===== src/rtl/rcb_mult_pkg.sv =====
`timescale 1ns/1ps
package rcb_mult_pkg;
  // Flat position of cell (row, col) in the enable vector; row starts at 1
  function automatic int unsigned cell_idx(int unsigned row, int unsigned col,
                                           int unsigned width);
    return (row - 1) * width + col;
  endfunction
endpackage


===== src/rtl/rcb_cell.sv =====
`timescale 1ns/1ps
module rcb_cell (
  input  logic pp_i,
  input  logic sum_i,
  input  logic carry_i,
  output logic sum_o,
  output logic carry_o,
  output logic en_o
);
  logic [1:0] fa_w;

  assign en_o    = pp_i | carry_i;
  assign fa_w    = {1'b0, pp_i} + {1'b0, sum_i} + {1'b0, carry_i};
  // bypassed: pass sum through, kill carry
  assign sum_o   = en_o ? fa_w[0] : sum_i;
  assign carry_o = en_o & fa_w[1];
endmodule


===== src/rtl/rcb_array.sv =====
`timescale 1ns/1ps
module rcb_array
  import rcb_mult_pkg::*;
#(
  parameter int unsigned WIDTH = 12
) (
  input  logic [WIDTH-1:0]             a_i,
  input  logic [WIDTH-1:0]             b_i,
  output logic [WIDTH-1:0]             low_o,
  output logic [WIDTH-2:0]             sum_last_o,
  output logic [WIDTH-1:0]             carry_last_o,
  output logic [(WIDTH-1)*WIDTH-1:0]   en_o
);
  logic [WIDTH-1:0][WIDTH-1:0] s_w;
  logic [WIDTH-1:0][WIDTH-1:0] c_w;

  assign s_w[0] = a_i & {WIDTH{b_i[0]}};
  assign c_w[0] = '0;

  for (genvar j = 1; j < WIDTH; j++) begin : g_row
    for (genvar i = 0; i < WIDTH; i++) begin : g_col
      logic sum_in;
      if (i == WIDTH - 1) begin : g_edge
        assign sum_in = 1'b0;
      end else begin : g_inner
        assign sum_in = s_w[j-1][i+1];
      end
      rcb_cell u_cell (
        .pp_i    (a_i[i] & b_i[j]),
        .sum_i   (sum_in),
        .carry_i (c_w[j-1][i]),
        .sum_o   (s_w[j][i]),
        .carry_o (c_w[j][i]),
        .en_o    (en_o[cell_idx(j, i, WIDTH)])
      );
    end
  end

  for (genvar j = 0; j < WIDTH; j++) begin : g_low
    assign low_o[j] = s_w[j][0];
  end

  assign sum_last_o   = s_w[WIDTH-1][WIDTH-1:1];
  assign carry_last_o = c_w[WIDTH-1];
endmodule


===== src/rtl/rcb_ripple.sv =====
`timescale 1ns/1ps
module rcb_ripple #(
  parameter int unsigned WIDTH = 12
) (
  input  logic [WIDTH-2:0] sum_i,
  input  logic [WIDTH-1:0] carry_i,
  output logic [WIDTH-1:0] hi_o
);
  logic [WIDTH-1:0] x_w;
  logic [WIDTH-1:0] r_w;

  assign x_w    = {1'b0, sum_i};
  assign r_w[0] = 1'b0;

  for (genvar k = 0; k < WIDTH; k++) begin : g_bit
    assign hi_o[k] = x_w[k] ^ carry_i[k] ^ r_w[k];
    // top carry-out is always 0 for a 2*WIDTH product
    if (k < WIDTH - 1) begin : g_c
      assign r_w[k+1] = (x_w[k] & carry_i[k]) | (r_w[k] & (x_w[k] ^ carry_i[k]));
    end
  end
endmodule


===== src/rtl/rcb_mult.sv =====
`timescale 1ns/1ps
module rcb_mult #(
  parameter int unsigned WIDTH = 12
) (
  input  logic                           clk_i,
  input  logic                           rst_ni,
  input  logic [WIDTH-1:0]               a_i,
  input  logic [WIDTH-1:0]               b_i,
  output logic [2*WIDTH-1:0]             p_o,
  output logic [(WIDTH-1)*WIDTH-1:0]     en_o
);
  logic [WIDTH-1:0] low_w;
  logic [WIDTH-2:0] sum_last_w;
  logic [WIDTH-1:0] carry_last_w;
  logic [WIDTH-1:0] hi_w;

  rcb_array #(.WIDTH(WIDTH)) u_array (
    .a_i          (a_i),
    .b_i          (b_i),
    .low_o        (low_w),
    .sum_last_o   (sum_last_w),
    .carry_last_o (carry_last_w),
    .en_o         (en_o)
  );

  rcb_ripple #(.WIDTH(WIDTH)) u_ripple (
    .sum_i   (sum_last_w),
    .carry_i (carry_last_w),
    .hi_o    (hi_w)
  );

  always_ff @(posedge clk_i or negedge rst_ni) begin
    if (!rst_ni) p_o <= '0;
    else         p_o <= {hi_w, low_w};
  end
endmodule


===== config.mk =====
export PLATFORM = sky130hd
export DESIGN_NAME = rcb_mult
export DESIGN_NICKNAME = d
export VERILOG_FILES = /design/src/rtl/rcb_mult_pkg.sv /design/src/rtl/rcb_cell.sv /design/src/rtl/rcb_array.sv /design/src/rtl/rcb_ripple.sv /design/src/rtl/rcb_mult.sv
export SDC_FILE = /design/constraint.sdc
export NUM_CORES = 1
export LEC_CHECK = 0
export BUFFER_PORTS_ARGS = -buffer_cell sky130_fd_sc_hd__buf_2
export CELL_PAD_IN_SITES_DETAIL_PLACEMENT = 0
export CELL_PAD_IN_SITES_GLOBAL_PLACEMENT = 1
export CORE_UTILIZATION = 44
export DETAILED_ROUTE_END_ITERATION = 7
export GPL_ROUTABILITY_DRIVEN = 1
export PLACE_DENSITY = 0.8
export SLEW_MARGIN = 25
export SYNTH_ARGS = -nofsm -noshare
export SYNTH_HDL_FRONTEND = slang
export SYNTH_SLANG_ARGS = --single-unit

===== constraint.sdc =====
create_clock -name clk_i -period 11.7 [get_ports clk_i]
set_clock_uncertainty 0.05 [all_clocks]
set_input_delay 1.755 -clock clk_i [delete_from_list [all_inputs] [get_ports clk_i]]
set_output_delay 1.755 -clock clk_i [all_outputs]
set_load 0.1 [all_outputs]

# Yosys cells after proc, flatten, opt, wreduce, memory -nomap -nowiden
# Cells that the tools add are included.
dict set report word_totals {
  mem_count 0
  latch_bits 0
  register_bits 24
  output_inout_bits 156
  rom_bits 0
  ramBits 0
}
dict set report op_classes {
  reduce_logical 0
  mul 0
  bitwise 416
  shift 0
  n_eq_ne 0
  addsub 231
  muxes 132
  n_div 0
  magnitude_cmp 0
}
# cell count
set op_table {}
lappend op_table {{bitwise AND 1 bit} 274}
lappend op_table {{adder 1 x 1 -> 2 bit} 121}
lappend op_table {{adder 2 x 1 -> 2 bit} 110}
lappend op_table {{two-way mux 1 bit} 132}
lappend op_table {{OR 1 bit} 120}
lappend op_table {{bitwise XOR 1 bit} 21}
lappend op_table {{bitwise AND 12 bit} 1}

# Depth between registers and ports, before layout
# Gate-level depths: netlist of the first run.
dict set report depth {
  ltp_word 54
  ltp_mapped 36
  ltp_nobuf 35
}

# Hierarchy
# A second synthesis of the first run with hierarchy kept.
dict set report hier_totals {
  hier_cells 1282
  hier_area_um2 9339.0
}
# mod cells_each instances area_per_inst_um2 seq_area_each_um2
set by_module_without_submodules {}
lappend by_module_without_submodules {rcb_cell 8 132 55.1 0.0}
lappend by_module_without_submodules {rcb_array 181 1 1216.2 0.0}
lappend by_module_without_submodules {rcb_mult 24 1 600.6 600.6}
lappend by_module_without_submodules {rcb_ripple 21 1 255.2 0.0}

# Least setup slack after synthesis of the first run
# OpenSTA, ideal clock, no wires.
dict set report synth_timing {
  path_type {input -> register}
  start {in b_i[1]}
  end {reg p_o[22]}
  slack_ps -16
  arrival_time_ps 11552
  required_time_ps 11536
  path_buffers 1
  stages 32
  setup_ps 114
  cell_sequence {clkbuf_2 -> and2_1 -> ha_1 -> fa_1 -> inv_1 -> fa_1 -> fa_1 -> fa_1 -> fa_1 -> inv_1 -> fa_1 -> inv_1 -> fa_1 -> fa_1 -> inv_1 -> fa_1 -> inv_1 -> fa_1 -> inv_1 -> ha_1 -> fa_1 -> inv_1 -> fa_1 -> fa_1 -> fa_1 -> fa_1 -> fa_1 -> fa_1 -> fa_1 -> fa_1 -> fa_1 -> inv_1}
}
dict set report synth_via {
  elab_chain_len 53
}
# element line
set synth_lines {}
lappend synth_lines {{start, declared} rcb_mult.sv:8} ;# input logic [WIDTH-1:0] b_i,
lappend synth_lines {{bitwise AND 1 bit (*)} rcb_array.sv:29} ;# .pp_i (a_i[i] & b_i[j]),
lappend synth_lines {{net u_array.g_row[1].g_col[10].u_cell.en_o} rcb_cell.sv:8} ;# output logic en_o
lappend synth_lines {{adder 1 x 1 -> 2 bit} rcb_cell.sv:13} ;# assign fa_w = {1'b0, pp_i} + {1'b0, sum_i} + {1'b0, carry_i};
lappend synth_lines {{two-way mux 1 bit} rcb_cell.sv:15} ;# assign sum_o = en_o ? fa_w[0] : sum_i;
lappend synth_lines {{adder 1 x 1 -> 2 bit} rcb_cell.sv:13}
lappend synth_lines {{adder 2 x 1 -> 2 bit} rcb_cell.sv:13}
lappend synth_lines {{two-way mux 1 bit} rcb_cell.sv:15}
lappend synth_lines {{adder 1 x 1 -> 2 bit} rcb_cell.sv:13}
lappend synth_lines {{[... 39 more ...]} n/a}
lappend synth_lines {{bitwise AND 1 bit} rcb_ripple.sv:19} ;# assign r_w[k+1] = (x_w[k] & carry_i[k]) | (r_w[k] & (x_w[k] ^ carry_i[k]));
lappend synth_lines {{OR 1 bit} rcb_ripple.sv:19}
lappend synth_lines {{bitwise AND 1 bit} rcb_ripple.sv:19}
lappend synth_lines {{OR 1 bit} rcb_ripple.sv:19}
lappend synth_lines {{bitwise AND 1 bit} rcb_ripple.sv:19}
lappend synth_lines {{OR 1 bit} rcb_ripple.sv:19}
lappend synth_lines {{bitwise XOR 1 bit (*)} rcb_ripple.sv:16} ;# assign hi_o[k] = x_w[k] ^ carry_i[k] ^ r_w[k];
lappend synth_lines {{net hi_w[10]} rcb_mult.sv:15} ;# logic [WIDTH-1:0] hi_w;
lappend synth_lines {{end signal, assigned} rcb_mult.sv:34} ;# else p_o <= {hi_w, low_w};
lappend synth_lines {{end, declared} rcb_mult.sv:9} ;# output logic [2*WIDTH-1:0] p_o,
# The timed path passes the listed nets; every way through them passes the cells marked *.

# Final worst setup path of the first run
dict set report layout_timing {
  start {in b_i[1]}
  end {reg p_o[22]}
}
dict set report layout_via {
  elab_chain_len 53
}
# element line
set layout_lines {}
lappend layout_lines {{bitwise AND 1 bit} rcb_array.sv:29}
lappend layout_lines {{adder 1 x 1 -> 2 bit} rcb_cell.sv:13}
lappend layout_lines {{two-way mux 1 bit} rcb_cell.sv:15}
lappend layout_lines {{adder 1 x 1 -> 2 bit} rcb_cell.sv:13}
lappend layout_lines {{adder 2 x 1 -> 2 bit} rcb_cell.sv:13}
lappend layout_lines {{two-way mux 1 bit} rcb_cell.sv:15}
lappend layout_lines {{adder 1 x 1 -> 2 bit} rcb_cell.sv:13}
lappend layout_lines {{adder 2 x 1 -> 2 bit} rcb_cell.sv:13}
lappend layout_lines {{[... 38 more ...]} n/a}
lappend layout_lines {{bitwise AND 1 bit} rcb_ripple.sv:19}
lappend layout_lines {{OR 1 bit} rcb_ripple.sv:19}
lappend layout_lines {{bitwise AND 1 bit} rcb_ripple.sv:19}
lappend layout_lines {{OR 1 bit} rcb_ripple.sv:19}
lappend layout_lines {{bitwise AND 1 bit} rcb_ripple.sv:19}
lappend layout_lines {{OR 1 bit} rcb_ripple.sv:19}
lappend layout_lines {{bitwise XOR 1 bit (*)} rcb_ripple.sv:16}
lappend layout_lines {{net hi_w[10]} rcb_mult.sv:15}
# Marks and branches as above.

==> results.yml, run 1 <==
cells_and_area:
  utilization: 0.497
  final_nets: 1455
  final_common_cell: "inv_1"
  finalNonFillerCells: 1399
  layout-drive-gt1-share: 0.274
  largest_reg_flops: 24
  final_area_um2: 10100
  final_cell_mix: "inv_1 (291), buf_2 (181), fa_1 (158)"
  syn_to_final_growth_pct: 10.3
  top_regs: "p_o (24)"
  antennaDiodeCount: 0
  largest-register: "p_o"
clock_tree:
  hold_buffers: 0
  numCtsBuffers: 3
  ctsLongestPathBuffers: 2
  htree_levels: 1
  cts.clk_slew.worst_paths_ps: 70
  cts_tree: "yes"
  cts_root_buf: "clkbuf_16"
  clkSinkCount: 24
place:
  dp.cells: 1394
  place_area_um2: 9870
  place_hpwl_um: 15100
  gp_congestion: 0.736
  place_ws_ps: -482
  port_buffers: 181
setup_path:
  startpoint_type: "input port"
  path_common_cell: "fa_1"
  critPathKind: "in -> reg"
  slowest_stage: "fa_1"
  critPathMaxStageDelay_ps: 610
  cp.required_ps: 11820
  cp.arrival_ps: 11460
  crit_fanout: 6
  critPathCaptureType: "flop"
floorplan:
  initial_core_util: 0.450
  die_h_um: 146
  die_w_um: 146
  die_area_um2: 21400
  io_pins: 182
  coreArea_um2: 20300
  num_rows: 52
yosys:
  yosys.area_share.simple: 0.125
  avgSynthCellArea_um2: 8.93
  ys_types: 9
  syn_nets: 1349
  syn_area_um2: 9140
  postSynthCellCount: 1024
  synth.area.mux_share: 0
  seq_area_frac_synth: 0.0657
  synth_top_area_cell: "fa_1"
  synth_top_area_share: 0.388
  synth_area_leaders: "fa_1 (39%), ha_1 (17%), inv_1 (12%), buf_4 (11%), and2_1 (7.6%)"
  synthXorXnorAreaFrac: 0
  synthAdderAreaFrac: 0.555
  synth_top_family_by_area: "adder cells"
  synth_compound_gate_area_share: 0
  synth_warnings: 0
  ys_ff_latch: 24
grt:
  track_usage: 0.165
  grt_overflow_total: 0
  grt_pass1_wl_um: 29000
  grt_max_degree: 25
  antenna_found_initial: 0
  grt_pass1_vias: 6123
timing:
  worst_slack_ps: 355
  max_freq_mhz: 88.1
  tightest_slew_ps: 550
  min_period_ps: 11350
  maxSlewHeadroom: 0.633
  finalHoldViolCount: 0
  rsz0062_at_grt: "false"
  setup_viol: 0
  slew_violations: 0
  post-route-period-util: 0.970
run:
  maxCapViolations: 0
detailed_routing:
  vias_per_cell: 4.06
  wl_per_cell_um: 12.0
  drtIter0Drc: 101
  first_pass_iters: 6
  ant_nets: 0
  route.vias.total: 5683
  route.detailed.drc: 0
  wirelength_um: 16800
worst_hold_path:
  hp-class: "in -> async"
run_status:
  status: "completed"
-- stage by stage --
stage / setup TNS (ps) / hold WS [ps]
final: 0 / 1420
after CTS: 0 / 1440
after floorplan: 0 / 1410
after global routing: 0 / 1460
after global placement: -480 / 1740
after detailed placement: -844 / 1740
-- synth_stat cells --
cell and count:
nand2_1 120, ha_1 122, inv_1 296, buf_4 137
buf_2 32, and2_1 111, fa_1 177, clkbuf_2 5
dfrtp_1 24
-- final cells by class --
| type | instances | area (µm²) |
|---|---|---|
| Timing Repair Buffer | 275 | 1610 |
| Inverter | 296 | 1110 |
| Clock buffer | 3 | 75.1 |
| Sequential cell | 24 | 601 |
| Multi-Input combinational cell | 530 | 6320 |
| Clock inverter | 1 | 30.0 |
| Fill cell | 2016 | 10200 |
| Tap cell | 270 | 338 |
-- critical path, delay by kind of cell --
kind                     cells  cell delay, ps
AND/OR/NAND/NOR              1             180
adder cells (fa/ha/maj)     22            8870
buffers and inverters        8             650
-- repair_timing --
item | in CTS | in global routing
pin swaps | 9 | 20
gates resized for setup | 4 | 27
setup endpoints to repair | 2 | 2
setup buffers | 0 | 1
-- metal layers --
| layer | vias up | GRT usage | share of wire |
|---|---|---|---|
| li1 | 2734 | - | - |
| met1 | 2818 | 0.213 | 0.43 |
| met2 | 122 | 0.304 | 0.52 |
| met3 | 9 | 0.0213 | 0.036 |
| met4 | 0 | 0.0193 | 0.0087 |
| met5 | - | 0 | 0 |
-- how the worst max path moves through the flow --
stage	slack [ps]	cells past startpoint	startpoint	to
after floorplan	0.3	34	a_i[9]	p_o[22]
after global placement	-310	30	b_i[1]	p_o[22]
after detailed placement	-480	34	b_i[1]	p_o[22]
after CTS	4	32	b_i[1]	p_o[22]
after global routing	20	34	a_i[8]	p_o[22]
final	350	31	b_i[1]	p_o[22]
-- cell families (layout without fill, tap and decap cells) --
family | Yosys count | after routing
fa+ha+maj | 299 | 299
buf+inv | 470 | 575
flops | 24 | 24
simple gates | 231 | 231
Power of run 1 is left out: the tool's default activity adds up to more than one toggle a clock period on the data nets, which glitch-free logic cannot reach.
==> inputs of run 2 (changes only) <==
--- a/config.mk
+++ b/config.mk
@@ -8,11 +8,12 @@
 export BUFFER_PORTS_ARGS = -buffer_cell sky130_fd_sc_hd__buf_2
 export CELL_PAD_IN_SITES_DETAIL_PLACEMENT = 0
 export CELL_PAD_IN_SITES_GLOBAL_PLACEMENT = 1
-export CORE_UTILIZATION = 44
+export CORE_UTILIZATION = 42
 export DETAILED_ROUTE_END_ITERATION = 7
 export GPL_ROUTABILITY_DRIVEN = 1
 export PLACE_DENSITY = 0.8
 export SLEW_MARGIN = 25
 export SYNTH_ARGS = -nofsm -noshare
 export SYNTH_HDL_FRONTEND = slang
+export SYNTH_HIERARCHICAL = 1
 export SYNTH_SLANG_ARGS = --single-unit
==> run 2 against run 1 <==
Compared with the run above: the flow now finishes with violations (setup timing); critical endpoint unchanged; hold slack gained 2.9 ps; largest cell class unchanged; via count up 19%; non-clock buffer count up 1; highest routed layer unchanged.
==> results.yml, run 2 <==
grt:
  grt_max_degree: 25
  grt_pass1_wl_um: 28400
  track_usage: 0.155
  grt_overflow_total: 0
  grt_pass1_vias: 6878
  use_met3: 0.0331
  busiest_layer: "met2"
  antenna_found_initial: 0
  grt_use_met2: 0.309
  grt_util_met1: 0.167
clock_tree:
  cts.clk_slew.worst_paths_ps: 80
  cts_tree: "yes"
  cts_root_buf: "clkbuf_16"
  htree_levels: 1
  numCtsBuffers: 3
  ctsLongestPathBuffers: 2
  clkSinkCount: 24
cells_and_area:
  largest_reg_flops: 24
  final_cell_mix: "inv_1 (723), buf_2 (175), and2_1 (138)"
  final_nets: 1850
  top_regs: "p_o (24)"
  finalNonFillerCells: 1828
  final_common_cell: "inv_1"
  largest-register: "p_o"
  syn_to_final_growth_pct: 21.5
  final_area_um2: 11300
  layout-drive-gt1-share: 0.258
  antennaDiodeCount: 0
run_status:
  status: "finished with violations"
  violations: "setup timing"
timing:
  min_period_ps: 11760
  finalHoldViolCount: 0
  post-route-period-util: 1.01
  maxSlewHeadroom: 0.629
  worst_slack_ps: -62.5
  setup_viol: 1
  tightest_slew_ps: 556
  rsz0062_at_grt: "true"
  slew_violations: 0
  max_freq_mhz: 85.0
place:
  place_area_um2: 11100
  dp.cells: 1819
  port_buffers: 181
  gp_congestion: 0.762
  place_hpwl_um: 15500
setup_path:
  startpoint_type: "input port"
  critPathKind: "in -> reg"
  critPathCaptureType: "flop"
  path_common_cell: "inv_2"
  crit_fanout: 4
  cp.arrival_ps: 11930
  cp.required_ps: 11870
  slowest_stage: "fa_2"
  critPathMaxStageDelay_ps: 560
yosys:
  synth_common_cells: "inv_1 (801), and2_1 (144), fa_1 (142)"
  synth_most_common_cell: "inv_1"
  syn_area_um2: 9340
  seq_area_frac_synth: 0.0643
  ys_types: 9
  synth_warnings: 6
  ys.flop_type: "dfrtp_1"
  synth_area_leaders: "inv_1 (32%), fa_1 (30%), ha_1 (18%), and2_1 (9.6%), dfrtp_1 (6.4%)"
  async_flop_share: 1.00
  ys_ff_latch: 24
  synth_edf_count: 0
  synth_top_area_cell: "inv_1"
  postSynthCellCount: 1282
  synth_top_area_share: 0.322
  avgSynthCellArea_um2: 7.28
run:
  maxCapViolations: 0
detailed_routing:
  vias_per_cell: 3.70
  route.vias.total: 6772
  drtIter0Drc: 87
  route.detailed.drc: 0
  wl_per_cell_um: 8.86
  wirelength_um: 16200
  first_pass_iters: 4
  ant_nets: 0
worst_hold_path:
  hp-class: "in -> async"
floorplan:
  die_w_um: 151
  initial_core_util: 0.428
  io_pins: 182
  num_rows: 54
  coreArea_um2: 21800
  die_area_um2: 22800
  die_h_um: 151
[run 2: layer usage]
| metal | share of wire | vias to the layer above |
|---|---|---|
| met3 | 0.062 | 8 |
| met4 | 0.0064 | 0 |
| met5 | 0 | - |
| met2 | 0.53 | 125 |
| li1 | - | 3529 |
| met1 | 0.40 | 3110 |
[run 2: worst max-delay path: cells and delay by family]
family	cells	cell delay, ps
adder cells (fa/ha/maj)	22	8540
buffers and inverters	28	1480
AND/OR/NAND/NOR	1	150
[run 2: logic make-up after synthesis]
kind of cell	count (synthesis)	synth area share
flops	24	0.0643
xor+xnor	1	0.000938
buf+inv	837	0.355
other cells	1	0.000402
fa+ha+maj	275	0.483
simple gates	144	0.0965
[run 2: layout make-up]
class	count	area (µm²)
inverter	801	3010
clock inverter	1	30.0
tap	280	350
multi-input combinational	443	5610
fill	2181	10500
timing repair buffer	276	1670
clock buffer	3	75.1
sequential	24	601
[run 2: repair_timing]
action,in CTS,in global routing
hold buffers,0,0
gates cloned,0,0
pin swaps,12,16
setup buffers,2,3
gates resized for setup,56,54
setup endpoints to repair,2,3
[run 2: worst max path at each step]
stage,endpoint,slack [ps],startpoint
5_1_grt,p_o[22],-420,b_i[1]
2_1_floorplan,p_o[22],-160,a_i[10]
3_5_place_dp,p_o[22],-590,b_i[0]
6_report,p_o[22],-60,b_i[1]
3_3_place_gp,p_o[22],-500,b_i[1]
4_1_cts,p_o[22],-120,b_i[1]
[run 2: through the flow]
stage	setup WS (ps)	hold WS, ps	TNS (ps)	utilization
after global routing	-415	1460	-728	0.520
after floorplan	-165	1410	-165	-
after CTS	-116	1440	-116	0.516
after global placement	-495	1730	-993	0.508
after detailed placement	-590	1730	-1260	0.508
final	-62.5	1420	-62.5	0.520
Power of run 2 is left out for the same reason.
